$ cat src/rtl/dma_seq_pkg.sv
package dma_seq_pkg;
    typedef enum logic [1:0] {
        MODE_BURST  = 2'd0,
        MODE_DEMAND = 2'd1,
        MODE_ALT    = 2'd2,
        MODE_ALTDMD = 2'd3
    } dma_mode_e;

    typedef enum logic [2:0] {
        ST_IDLE      = 3'd0,
        ST_BURST     = 3'd1,
        ST_DMD_ARMED = 3'd2,
        ST_ALT_RUN   = 3'd3,
        ST_ALT_GAP   = 3'd4,
        ST_ADM_ARMED = 3'd5,
        ST_ADM_GAP   = 3'd6
    } dma_state_e;
endpackage

$ cat src/rtl/dma_count_unit.sv
module dma_count_unit #(
    parameter int CW = 8
) (
    input  logic          clk,
    input  logic          rst_n,
    input  logic          load,
    input  logic [CW-1:0] load_val,
    input  logic          dec,
    output logic [CW-1:0] count,
    output logic          last,
    output logic          load_zero
);
    localparam logic [CW-1:0] ONE = CW'(1);

    always_ff @(posedge clk) begin
        if (!rst_n) begin
            count <= '0;
        end else if (load) begin
            count <= load_val;
        end else if (dec) begin
            count <= count - ONE;
        end
    end

    assign last      = (count == ONE);
    assign load_zero = (load_val == '0);
endmodule

$ cat src/rtl/dma_slot_fsm.sv
module dma_slot_fsm
    import dma_seq_pkg::*;
(
    input  logic      clk,
    input  logic      rst_n,
    input  logic      start,
    input  dma_mode_e start_mode,
    input  logic      halt,
    input  logic      dreq,
    input  logic      last,
    output logic      xfer_strobe,
    output logic      cpu_slot
);
    dma_state_e state_q, state_d;

    // next-state logic
    always_comb begin
        state_d = state_q;
        if (start) begin
            unique case (start_mode)
                MODE_BURST:  state_d = ST_BURST;
                MODE_DEMAND: state_d = ST_DMD_ARMED;
                MODE_ALT:    state_d = ST_ALT_RUN;
                MODE_ALTDMD: state_d = ST_ADM_ARMED;
                default:     state_d = ST_IDLE;
            endcase
        end else if (halt) begin
            state_d = ST_IDLE;
        end else begin
            unique case (state_q)
                ST_IDLE:      state_d = ST_IDLE;
                ST_BURST:     state_d = last ? ST_IDLE : ST_BURST;
                ST_DMD_ARMED: state_d = (dreq && last) ? ST_IDLE : ST_DMD_ARMED;
                ST_ALT_RUN:   state_d = last ? ST_IDLE : ST_ALT_GAP;
                ST_ALT_GAP:   state_d = ST_ALT_RUN;
                ST_ADM_ARMED: begin
                    if (dreq) state_d = last ? ST_IDLE : ST_ADM_GAP;
                    else      state_d = ST_ADM_ARMED;
                end
                ST_ADM_GAP:   state_d = ST_ADM_ARMED;
                default:      state_d = ST_IDLE;
            endcase
        end
    end

    // state register
    always_ff @(posedge clk) begin
        if (!rst_n) state_q <= ST_IDLE;
        else        state_q <= state_d;
    end

    // outputs
    always_comb begin
        xfer_strobe = 1'b0;
        cpu_slot    = 1'b1;
        unique case (state_q)
            ST_IDLE, ST_ALT_GAP, ST_ADM_GAP: begin
                xfer_strobe = 1'b0;
                cpu_slot    = 1'b1;
            end
            ST_BURST, ST_ALT_RUN: begin
                xfer_strobe = 1'b1;
                cpu_slot    = 1'b0;
            end
            ST_DMD_ARMED, ST_ADM_ARMED: begin
                xfer_strobe = dreq;
                cpu_slot    = !dreq;
            end
            default: begin
                xfer_strobe = 1'b0;
                cpu_slot    = 1'b1;
            end
        endcase
    end
endmodule

$ cat src/rtl/dma_irq_gate.sv
module dma_irq_gate (
    input  logic done,
    input  logic ie,
    input  logic burst_active,
    input  logic go,
    input  logic fifo_sel,
    input  logic fifo_req,
    output logic dma_irq,
    output logic fifo_irq
);
    logic fifo_owned;

    assign fifo_owned = go && fifo_sel;
    assign dma_irq    = done && ie && !burst_active;
    assign fifo_irq   = fifo_req && !fifo_owned && !burst_active;
endmodule

$ cat src/rtl/dma_slot_sequencer.sv
module dma_slot_sequencer
    import dma_seq_pkg::*;
#(
    parameter int CW = 8
) (
    input  logic          clk,
    input  logic          rst_n,
    input  logic          cfg_we,
    input  logic          cfg_go,
    input  logic [1:0]    cfg_mode,
    input  logic          cfg_ie,
    input  logic          cfg_fifo,
    input  logic [CW-1:0] cfg_count,
    input  logic          dreq,
    input  logic          fifo_req,
    input  logic          int_ack,
    output logic          xfer_strobe,
    output logic          cpu_slot,
    output logic [CW-1:0] count_o,
    output logic          go_o,
    output logic          done_o,
    output logic          dma_irq,
    output logic          fifo_irq
);
    logic      go_q, done_q, ie_q, fifo_sel_q;
    dma_mode_e mode_q;
    logic      last, load_zero, start, halt, finish, burst_active;

    assign start        = cfg_we && cfg_go && !load_zero;
    assign halt         = cfg_we && !start;
    assign finish       = xfer_strobe && last && !cfg_we;
    assign burst_active = go_q && (mode_q == MODE_BURST);

    dma_count_unit #(.CW(CW)) u_count (
        .clk       (clk),
        .rst_n     (rst_n),
        .load      (cfg_we),
        .load_val  (cfg_count),
        .dec       (xfer_strobe),
        .count     (count_o),
        .last      (last),
        .load_zero (load_zero)
    );

    dma_slot_fsm u_fsm (
        .clk         (clk),
        .rst_n       (rst_n),
        .start       (start),
        .start_mode  (dma_mode_e'(cfg_mode)),
        .halt        (halt),
        .dreq        (dreq),
        .last        (last),
        .xfer_strobe (xfer_strobe),
        .cpu_slot    (cpu_slot)
    );

    // control register
    always_ff @(posedge clk) begin
        if (!rst_n) begin
            go_q       <= 1'b0;
            done_q     <= 1'b0;
            ie_q       <= 1'b0;
            fifo_sel_q <= 1'b0;
            mode_q     <= MODE_BURST;
        end else if (cfg_we) begin
            go_q       <= start;
            ie_q       <= cfg_ie;
            fifo_sel_q <= cfg_fifo;
            mode_q     <= dma_mode_e'(cfg_mode);
            if (cfg_go) done_q <= load_zero;
        end else begin
            if (finish) begin
                go_q   <= 1'b0;
                done_q <= 1'b1;
            end else if (int_ack && done_q && !burst_active) begin
                done_q <= 1'b0;
            end
        end
    end

    assign go_o   = go_q;
    assign done_o = done_q;

    dma_irq_gate u_irq (
        .done         (done_q),
        .ie           (ie_q),
        .burst_active (burst_active),
        .go           (go_q),
        .fifo_sel     (fifo_sel_q),
        .fifo_req     (fifo_req),
        .dma_irq      (dma_irq),
        .fifo_irq     (fifo_irq)
    );
endmodule

$ cat config.mk
export PLATFORM = sky130hd
export DESIGN_NAME = dma_slot_sequencer
export DESIGN_NICKNAME = d
export VERILOG_FILES = /design/src/rtl/dma_seq_pkg.sv /design/src/rtl/dma_count_unit.sv /design/src/rtl/dma_slot_fsm.sv /design/src/rtl/dma_irq_gate.sv /design/src/rtl/dma_slot_sequencer.sv
export SDC_FILE = /design/constraint.sdc
export NUM_CORES = 1
export LEC_CHECK = 0
export BUFFER_PORTS_ARGS = -buffer_cell sky130_fd_sc_hd__buf_2
export CAP_MARGIN = 20
export CORE_MARGIN = 5
export CORE_UTILIZATION = 25
export CTS_CLUSTER_DIAMETER = 60
export DETAILED_ROUTE_END_ITERATION = 12
export HOLD_SLACK_MARGIN = 0.12
export PLACE_DENSITY = 0.54
export SKIP_CTS_REPAIR_TIMING = 1
export SLEW_MARGIN = 20
export SYNTH_ARGS = -nofsm -noshare
export SYNTH_HDL_FRONTEND = slang
export SYNTH_HIERARCHICAL = 1
export SYNTH_SLANG_ARGS = --single-unit
$ cat constraint.sdc
create_clock -name clk -period 5.2 [get_ports clk]
set_input_delay 1.04 -clock clk [delete_from_list [all_inputs] [get_ports clk]]
set_output_delay 1.04 -clock clk [all_outputs]
set_load 0.01 [all_outputs]
[Yosys cells after proc, flatten, opt, wreduce, memory -nomap -nowiden]
Cells that the tools add are included.
Widths: inputs -> output; s select.
Word-level totals
  bits of input ports: 19
  word-level logic and storage cells: 67
  flip-flop bits (word level): 17
Cells by class
  eq/ne operators: 11
  $add $sub $neg: 1
  multiplexer cells: 19
  reduce and logical (&&, ||, !) cells: 29
Operator list (count)
  $pmux 3 s6: 1
  $mux 8: 2
  $mux 3: 5
  $logic_and 1x1->1: 14
  $pmux 3 s4: 1
  $eq 3x3->1 const B: 3
  $eq 8x1->1 const B: 1
  $logic_not 8->1: 1
  $sub 8x1->8 const B: 1
  $mux 1: 7
  $eq 3x2->1 const B: 2
  $logic_not 1->1: 6
  $eq 2x2->1 const B: 2
  $logic_not 2->1: 2
  $pmux 1 s2: 2
  $reduce_bool 2->1: 2
  $reduce_or 2->1: 2
  $eq 3x1->1 const B: 1
  $reduce_bool 3->1: 1
  $eq 2x1->1 const B: 1
  $mux 2: 1
  $ne 2x1->1 const B: 1
  $reduce_and 2->1: 1

[Depth between registers and ports, before layout]
Gate-level depths: netlist (run 1).
  word-level depth: 7
  mapped depth: 8
  mapped depth without buffers: 7

[Modules after synthesis]
Netlist (run 1), hierarchy kept.
By module, submodules not included
  dma_count_unit: area an instance 499.2 um^2, instances 1, sequential area each 160.2 um^2, cells each 61
  dma_slot_sequencer: area an instance 277.8 um^2, instances 1, sequential area each 120.1 um^2, cells each 28
  dma_slot_fsm: area an instance 274.0 um^2, instances 1, sequential area each 60.1 um^2, cells each 33
  dma_irq_gate: area an instance 23.8 um^2, instances 1, sequential area each 0.0 um^2, cells each 4

[Least setup slack after synthesis (run 1)]
No wires, ideal clock.
  path kind: input -> register
  start: input port dreq
  end: register u_count.count[4]
  library setup time: 74 ps
  cell stages on the path: 7
  path slack: 2697 ps
  arrival time: 2429 ps
  data required time: 5126 ps
  path through: a21oi_1 > o21a_1 > inv_1 > buf_2 > nand2_1 > or4_2 > a31oi_1
On the way
  longest elaborated chain between the ends: 2
Ends and longest elaborated chain
  start, declared: line dma_slot_sequencer.sv:14  | input logic dreq,
  $pmux 1 s2: line dma_slot_fsm.sv:56  | unique case (state_q)
  via xfer_strobe: line dma_slot_sequencer.sv:17  | output logic xfer_strobe,
  $reduce_bool 2->1 (no line)
  end signal, assigned: line dma_count_unit.sv:19  | count <= load_val;
  end signal, assigned: line dma_count_unit.sv:21  | count <= count - ONE;
  end, declared: line dma_count_unit.sv:9  | output logic [CW-1:0] count,
The timed path passes the listed nets, and every way through them passes these cells.
A chain may end at the register's enable or synchronous reset.

[Final worst setup path (run 1)]
  start: input port dreq
  end: output port xfer_strobe
On the way
  longest elaborated chain between the ends: 1
Ends and longest elaborated chain (line)
  $pmux 1 s2: dma_slot_fsm.sv:56
  end, declared: dma_slot_sequencer.sv:17
No other way between the ends.

==> results.cfg, run 1 <==
[critical_path]
critPathLaunch = dreq
path_max_fanout = 12
cp_num_buf_inv = 3
crit_chain = buf_2 -> a21oi_1 -> o21a_1 -> inv_1 -> buf_2
worstPathArrival_ps = 1850
worst_path_most_repeated_cell = buf_2
end_kind = output pin
cp-start-kind = input pin
worstPathRequired_ps = 4160
slowest_stage = inv_1
critPathTopFamily = buffers and inverters
r2r_start = u_count/count[4]$_SDFFE_PN0P_
slowest_delay_ps = 250
worst-setup-path-type = in -> out

[flow_run]
drv_cap = 0

[detailed_routing]
viasPerCell = 4.67
drtPass1Iterations = 4
routedWlPerCell_um = 11.9
drt_iter0_markers = 48
route.detailed.drc = 0
final_antenna_net_count = 0
dr_total_vias = 967
routed_wl_um = 2460

[power]
switchingPower_uw = 90.9
switching_share_pct = 28.8
leakage_nw = 0.575
seq_power_share_pct = 47.3
p_int_uw = 225
power_density_nw_per_um2 = 241
power.share.clock_pct = 31.6
comb_power_share_pct = 21.1
ir_worst_vdd_mv = 0.122

[floorplanning]
initial_utilization_pct = 26.3
die_h_um = 75.6
ios = 33
num_rows = 23
dieArea_um2 = 5710
core_um2 = 4090
die_w_um = 75.6

[cts]
clock_path_buffers = 2
htree_levels = 1
clk_pin_slew_worst_paths_ps = 70
clkLatencyLatePin_ps = 250
clock_sinks = 17
cts_buffers = 3
cts_tree = yes
cts_root_buf = clkbuf_8

[global_routing]
grt_first_pass_wirelength_um = 3970
overflow = 0
antenna_found_initial = 0
first_global_vias = 911
grt_max_degree = 19
gr-usage-all-layers_pct = 8.96

[min_path]
min_path_type = reg -> reg
hp-start = ie_q$_SDFFE_PN0P_

[sta]
finalCritPeriodShare_pct = 55.7
rsz0062_at_grt = false
period_needed_ps = 2890
slew_headroom_pct = 41.1
fin_worst_skew_ps = 2.57
setup_viol = 0
finalSetupTns_ps = 0
slew_viol_final = 0
max_clock_freq_mhz = 345
tightest_slew_ps = 872
finalHoldViolCount = 0

[yosys]
netlist_top_cells_area = dfxtp_1 32%, mux2i_1 5.6%, ha_1 4.7%
ys_seq_area_share_pct = 31.7
synth_edf_count = 0
synth_fp_nets = 149
synth_cell_types = 48
ys_ff_latch = 17
ys_async_sr_fraction_pct = 0
synth-main-ff-cell = dfxtp_1
synth_top_area_share_pct = 31.7
synth.avg_cell_area_um2 = 8.53
ys.warnings.count = 6
syn_area_um2 = 1070
synth.largest_area_cell = dfxtp_1
syn_inst = 126

[final_layout]
nNetsFinal = 181
final_cell_mix = 32 x buf_2, 17 x dfxtp_1, 10 x inv_1
area_delta_synth_final_pct = 22.0
fill_cells = 453
final_common_cell = buf_2
finalNonFillerCells = 207
drive_gt1_share_pct = 31.8
antenna_cells = 0

[placed_design]
numPortBuffers = 32
globalplace.congestion = 0.791
hpwl_um = 1930
placed_cells = 203

[run_status]
outcome = finished, final reports clean
## sequential cells by signal, summed over array words and instances, names as in the netlist
name,flops
done_o,1
fifo_sel_q,1
go_o,1
ie_q,1
mode_q,2
u_count/count,8
u_fsm/state_q,3
## power groups by stage
stage	sequential [mW]	clock, mW	combinational (mW)
floorplan	0.153	0	0.0432
global placement	0.153	0	0.0677
detailed placement	0.153	0	0.0673
CTS	0.150	0.105	0.0678
global route	0.152	0.110	0.0755
finish	0.150	0.100	0.0666
## final timing paths
check / endpoint / cells after the start / slack (ps)
min: ie_q$_SDFFE_PN0P_ / 2 / 500
max reg2reg: u_fsm/state_q[1]$_SDFF_PN0_ / 6 / 2770
max: xfer_strobe / 5 / 2310
min reg2reg: ie_q$_SDFFE_PN0P_ / 2 / 500
## metal layers
layer  vias up  routed length (um)  GRT usage [%]
met1       428                1200           11.3
met4         0                  24           2.91
li1        515                   -              -
met3         4                 124           2.11
met2        20                1110           15.1
met5         -                   0              0
## tightest hold or removal path, stage by stage (launching register included)
cell,delay (ps)
dfxtp_1,330
mux2i_1,60
nor2_1,70
## cells in the mapped netlist (2+ instances only)
master / instances
and2_1: 2
nand3_1: 2
a21oi_1: 6
ha_1: 4
xnor2_1: 3
o21ai_0: 8
nand2_1: 9
inv_1: 10
or4_1: 3
nor3_1: 2
nand3b_1: 3
nor2_1: 8
a31oi_1: 3
nor4b_1: 2
o21ai_1: 4
mux2i_1: 6
dfxtp_1: 17
or3_1: 2
nand2b_1: 3
## metrics by stage
step / util (%) / hold slack, ps / cell area [um^2] / worst slack (ps) / total power [mW]
after global placement: 31.0 / 495 / 1270 / 2300 / 0.221
after CTS: 32.1 / 503 / 1310 / 2290 / 0.322
after detailed placement: 31.0 / 486 / 1270 / 2290 / 0.220
after global routing: 32.1 / 531 / 1310 / 2220 / 0.337
after floorplan: - / 460 / 1070 / 2700 / 0.196
final: 32.1 / 499 / 1310 / 2310 / 0.316
## layout make-up
class | instances | area [um^2] | share of cell area (%)
clock buffers | 4 | 45.0 | 3.44
inverters | 10 | 37.5 | 2.86
multi-input cells | 94 | 666 | 50.8
flip-flops and latches | 17 | 340 | 26.0
well taps | 50 | 62.6 | 4.77
repair buffers | 32 | 160 | 12.2
## cell families after synthesis
group                    count (synthesis)  synth area share, %
adder cells (fa/ha/maj)                  4                 4.66
multiplexers                             6                 5.59
flip-flops                              17                 31.7
buffers and inverters                   15                 6.40
AO/OA/AOI/OAI                           32                 20.7
XOR/XNOR                                 3                 2.45
AND/OR/NAND/NOR                         49                 28.5
Power figures use the tool's default switching activity.
==> run 2: changes to the inputs <==
--- a/config.mk
+++ b/config.mk
@@ -5,6 +5,7 @@
 export SDC_FILE = /design/constraint.sdc
 export NUM_CORES = 1
 export LEC_CHECK = 0
+export ABC_AREA = 1
 export BUFFER_PORTS_ARGS = -buffer_cell sky130_fd_sc_hd__buf_2
 export CAP_MARGIN = 20
 export CORE_MARGIN = 5
@@ -12,7 +13,7 @@
 export CTS_CLUSTER_DIAMETER = 60
 export DETAILED_ROUTE_END_ITERATION = 12
 export HOLD_SLACK_MARGIN = 0.12
-export PLACE_DENSITY = 0.54
+export PLACE_DENSITY = 0.53
 export SKIP_CTS_REPAIR_TIMING = 1
 export SLEW_MARGIN = 20
 export SYNTH_ARGS = -nofsm -noshare
==> constraint.sdc (replaced) <==
create_clock -name clk -period 2.98 [get_ports clk]
set_input_delay 0.596 -clock clk [delete_from_list [all_inputs] [get_ports clk]]
set_output_delay 0.596 -clock clk [all_outputs]
set_load 0.01 [all_outputs]
==> run 2 against run 1 <==
Effect of this change: cell count increased by 31%; non-clock buffer count is the same; worst hold slack better by 6.5 ps; combinational power rose by 110%; die area increased by 8.5%; utilization shrank 1.6 points; sequential power rose by 71%; register-to-register slack got worse by 1600 ps; via count is 24% higher; clock skew barely moved.
==> results.cfg, run 2 <==
[final_layout]
final_common_cell = nand2_1
drive_gt1_share_pct = 27.2
antenna_cells = 0
final_util_pct = 30.5
nNetsFinal = 241
largest_register_ffs = 8
area_delta_synth_final_pct = 20.4
regMostFlops = u_count/count
reg.largest.list = u_count/count: 8 flops, u_fsm/state_q: 3 flops, mode_q: 2 flops
final_cell_mix = 41 x nand2_1, 32 x buf_2, 26 x nor2_1

[critical_path]
worstPathRequired_ps = 2380
cp-start-kind = flop
slowest_stage = dfxtp_1
cp_num_buf_inv = 3
path_max_fanout = 8
worst_path_most_repeated_cell = nand2_1
crit_chain = inv_2 -> nor2_1 -> nand2_1 -> nand2_1 -> a22oi_2 -> inv_1 -> buf_2
crit_cells = 7
slowest_delay_ps = 530
worst-setup-path-type = reg -> out
worstPathArrival_ps = 1610
ff2ff_path_depth = 13
critPathTopFamily = flip-flops
end_kind = output pin

[floorplanning]
die_h_um = 78.7
num_rows = 25
die_w_um = 78.7
core_um2 = 4660
initial_utilization_pct = 25.3
ios = 33
dieArea_um2 = 6190

[global_routing]
grt_max_degree = 17
overflow = 0
antenna_found_initial = 0
grt_first_pass_wirelength_um = 5430
first_global_vias = 1197
gr-usage-all-layers_pct = 10.9

[sta]
period_needed_ps = 2200
slew_viol_final = 0
setup_viol = 0
rsz0062_at_grt = false
finalSetupTns_ps = 0
fin_worst_skew_ps = 2.64
finalCritPeriodShare_pct = 73.9
max_clock_freq_mhz = 454
tightest_slew_ps = 350
finalHoldViolCount = 0
slew_headroom_pct = 76.7

[detailed_routing]
final_antenna_net_count = 0
dr_total_vias = 1201
drt_iter0_markers = 61
viasPerCell = 4.43
routed_wl_um = 3040
route.detailed.drc = 0
drtPass1Iterations = 4
routedWlPerCell_um = 11.2

[cts]
cts_root_buf = clkbuf_8
clock_sinks = 17
clock_path_buffers = 2
clk_pin_slew_worst_paths_ps = 70
cts_tree = yes
clkLatencyLatePin_ps = 250
htree_levels = 1
cts_buffers = 3

[power]
leakage_nw = 0.733
seq_power_share_pct = 44.8
power_density_nw_per_um2 = 403
comb_power_share_pct = 24.3
power.share.clock_pct = 30.9
switchingPower_uw = 184
p_int_uw = 388
ir_worst_vdd_mv = 0.181
switching_share_pct = 32.1

[yosys]
ys.warnings.count = 6
synth_cell_types = 27
syn_inst = 184
yosysMostFrequentCell = nand2_1
ys_ff_latch = 17
synth.largest_area_cell = dfxtp_1
syn_area_um2 = 1180
synth-main-ff-cell = dfxtp_1
synth_edf_count = 0
synth_top_area_share_pct = 28.8
synth.avg_cell_area_um2 = 6.41
netlist_top_cells_area = dfxtp_1 29%, nand2_1 13%, nor2_1 8.3%
synth_fp_nets = 207
ys_seq_area_share_pct = 28.8
synthTopCellsByCount = 41 x nand2_1, 26 x nor2_1, 23 x inv_1
ys_async_sr_fraction_pct = 0

[placed_design]
hpwl_um = 2420
numPortBuffers = 32
globalplace.congestion = 0.814

[run_status]
outcome = finished, final reports clean

[min_path]
holdPathStages = 2
min_path_type = reg -> reg

[flow_run]
drv_cap = 0
## run 2: cell count changes in the layout (fill, tap and decap cells not counted), sizes merged, moves of 3 or more
cell	delta
nand2	+34
inv	+24
a21oi	+3
or4	-5
a22oi	+4
mux2i	-6
nor2	+22
nand3	+14
xnor2	-3
nand3b	-3
nand2b	-3
## run 2: layout make-up
type | count | area [um^2]
Clock buffer | 3 | 41.3
Clock inverter | 1 | 5.00
Fill cell | 512 | 3240
Inverter | 34 | 130
Multi-Input combinational cell | 130 | 676
Sequential cell | 17 | 340
Tap cell | 54 | 67.6
Timing Repair Buffer | 32 | 160
## run 2: cells by family (layout without fill, tap and decap cells)
group,after synthesis,count (layout),share of synthesized area [%]
adder cells (fa/ha/maj),4,4,4.24
flip-flops,17,17,28.8
buffers and inverters,37,70,13.9
AND/OR/NAND/NOR,97,97,38.6
AO/OA/AOI/OAI,29,29,14.4
## run 2: stage by stage
stage | hold WS, ps | instance area, um^2 | power (mW) | setup WS [ps] | std cells
2_1_floorplan | 463 | 1180 | 0.354 | 1300 | 184
5_1_grt | 583 | 1420 | 0.613 | 647 | 271
3_3_place_gp | 487 | 1370 | 0.401 | 954 | 267
6_report | 505 | 1420 | 0.572 | 776 | 271
4_1_cts | 506 | 1420 | 0.581 | 755 | 271
3_5_place_dp | 483 | 1370 | 0.401 | 944 | 267
## run 2: worst min-delay path, stage by stage, from the launching register on
cell	delay, ps
dfxtp_1	330
o21ai_0	70
nor2_1	70
## run 2: power by group through the flow
stage,logic (mW),registers (mW),clock network (mW)
finish,0.139,0.256,0.177
global route,0.161,0.259,0.193
CTS,0.140,0.256,0.184
detailed placement,0.140,0.261,0
global placement,0.139,0.262,0
floorplan,0.0928,0.262,0
## run 2: worst paths after layout
check / start / endpoint / slack [ps]
setup / recovery: u_fsm/state_q[0]$_SDFF_PN0_ / xfer_strobe / 780
hold reg to reg: fifo_sel_q$_SDFFE_PN0P_ / fifo_sel_q$_SDFFE_PN0P_ / 510
setup reg to reg: u_fsm/state_q[0]$_SDFF_PN0_ / done_o$_SDFFE_PN0P_ / 1220
hold / removal: fifo_sel_q$_SDFFE_PN0P_ / fifo_sel_q$_SDFFE_PN0P_ / 510
## run 2: metal layers
metal / vias to the layer above / GRT usage [%] / part of all wire [%]
met5: - / 0 / 0
li1: 650 / - / -
met4: 0 / 5.59 / 1.7
met1: 512 / 15.4 / 54
met3: 5 / 1.36 / 4.5
met2: 34 / 16.0 / 40
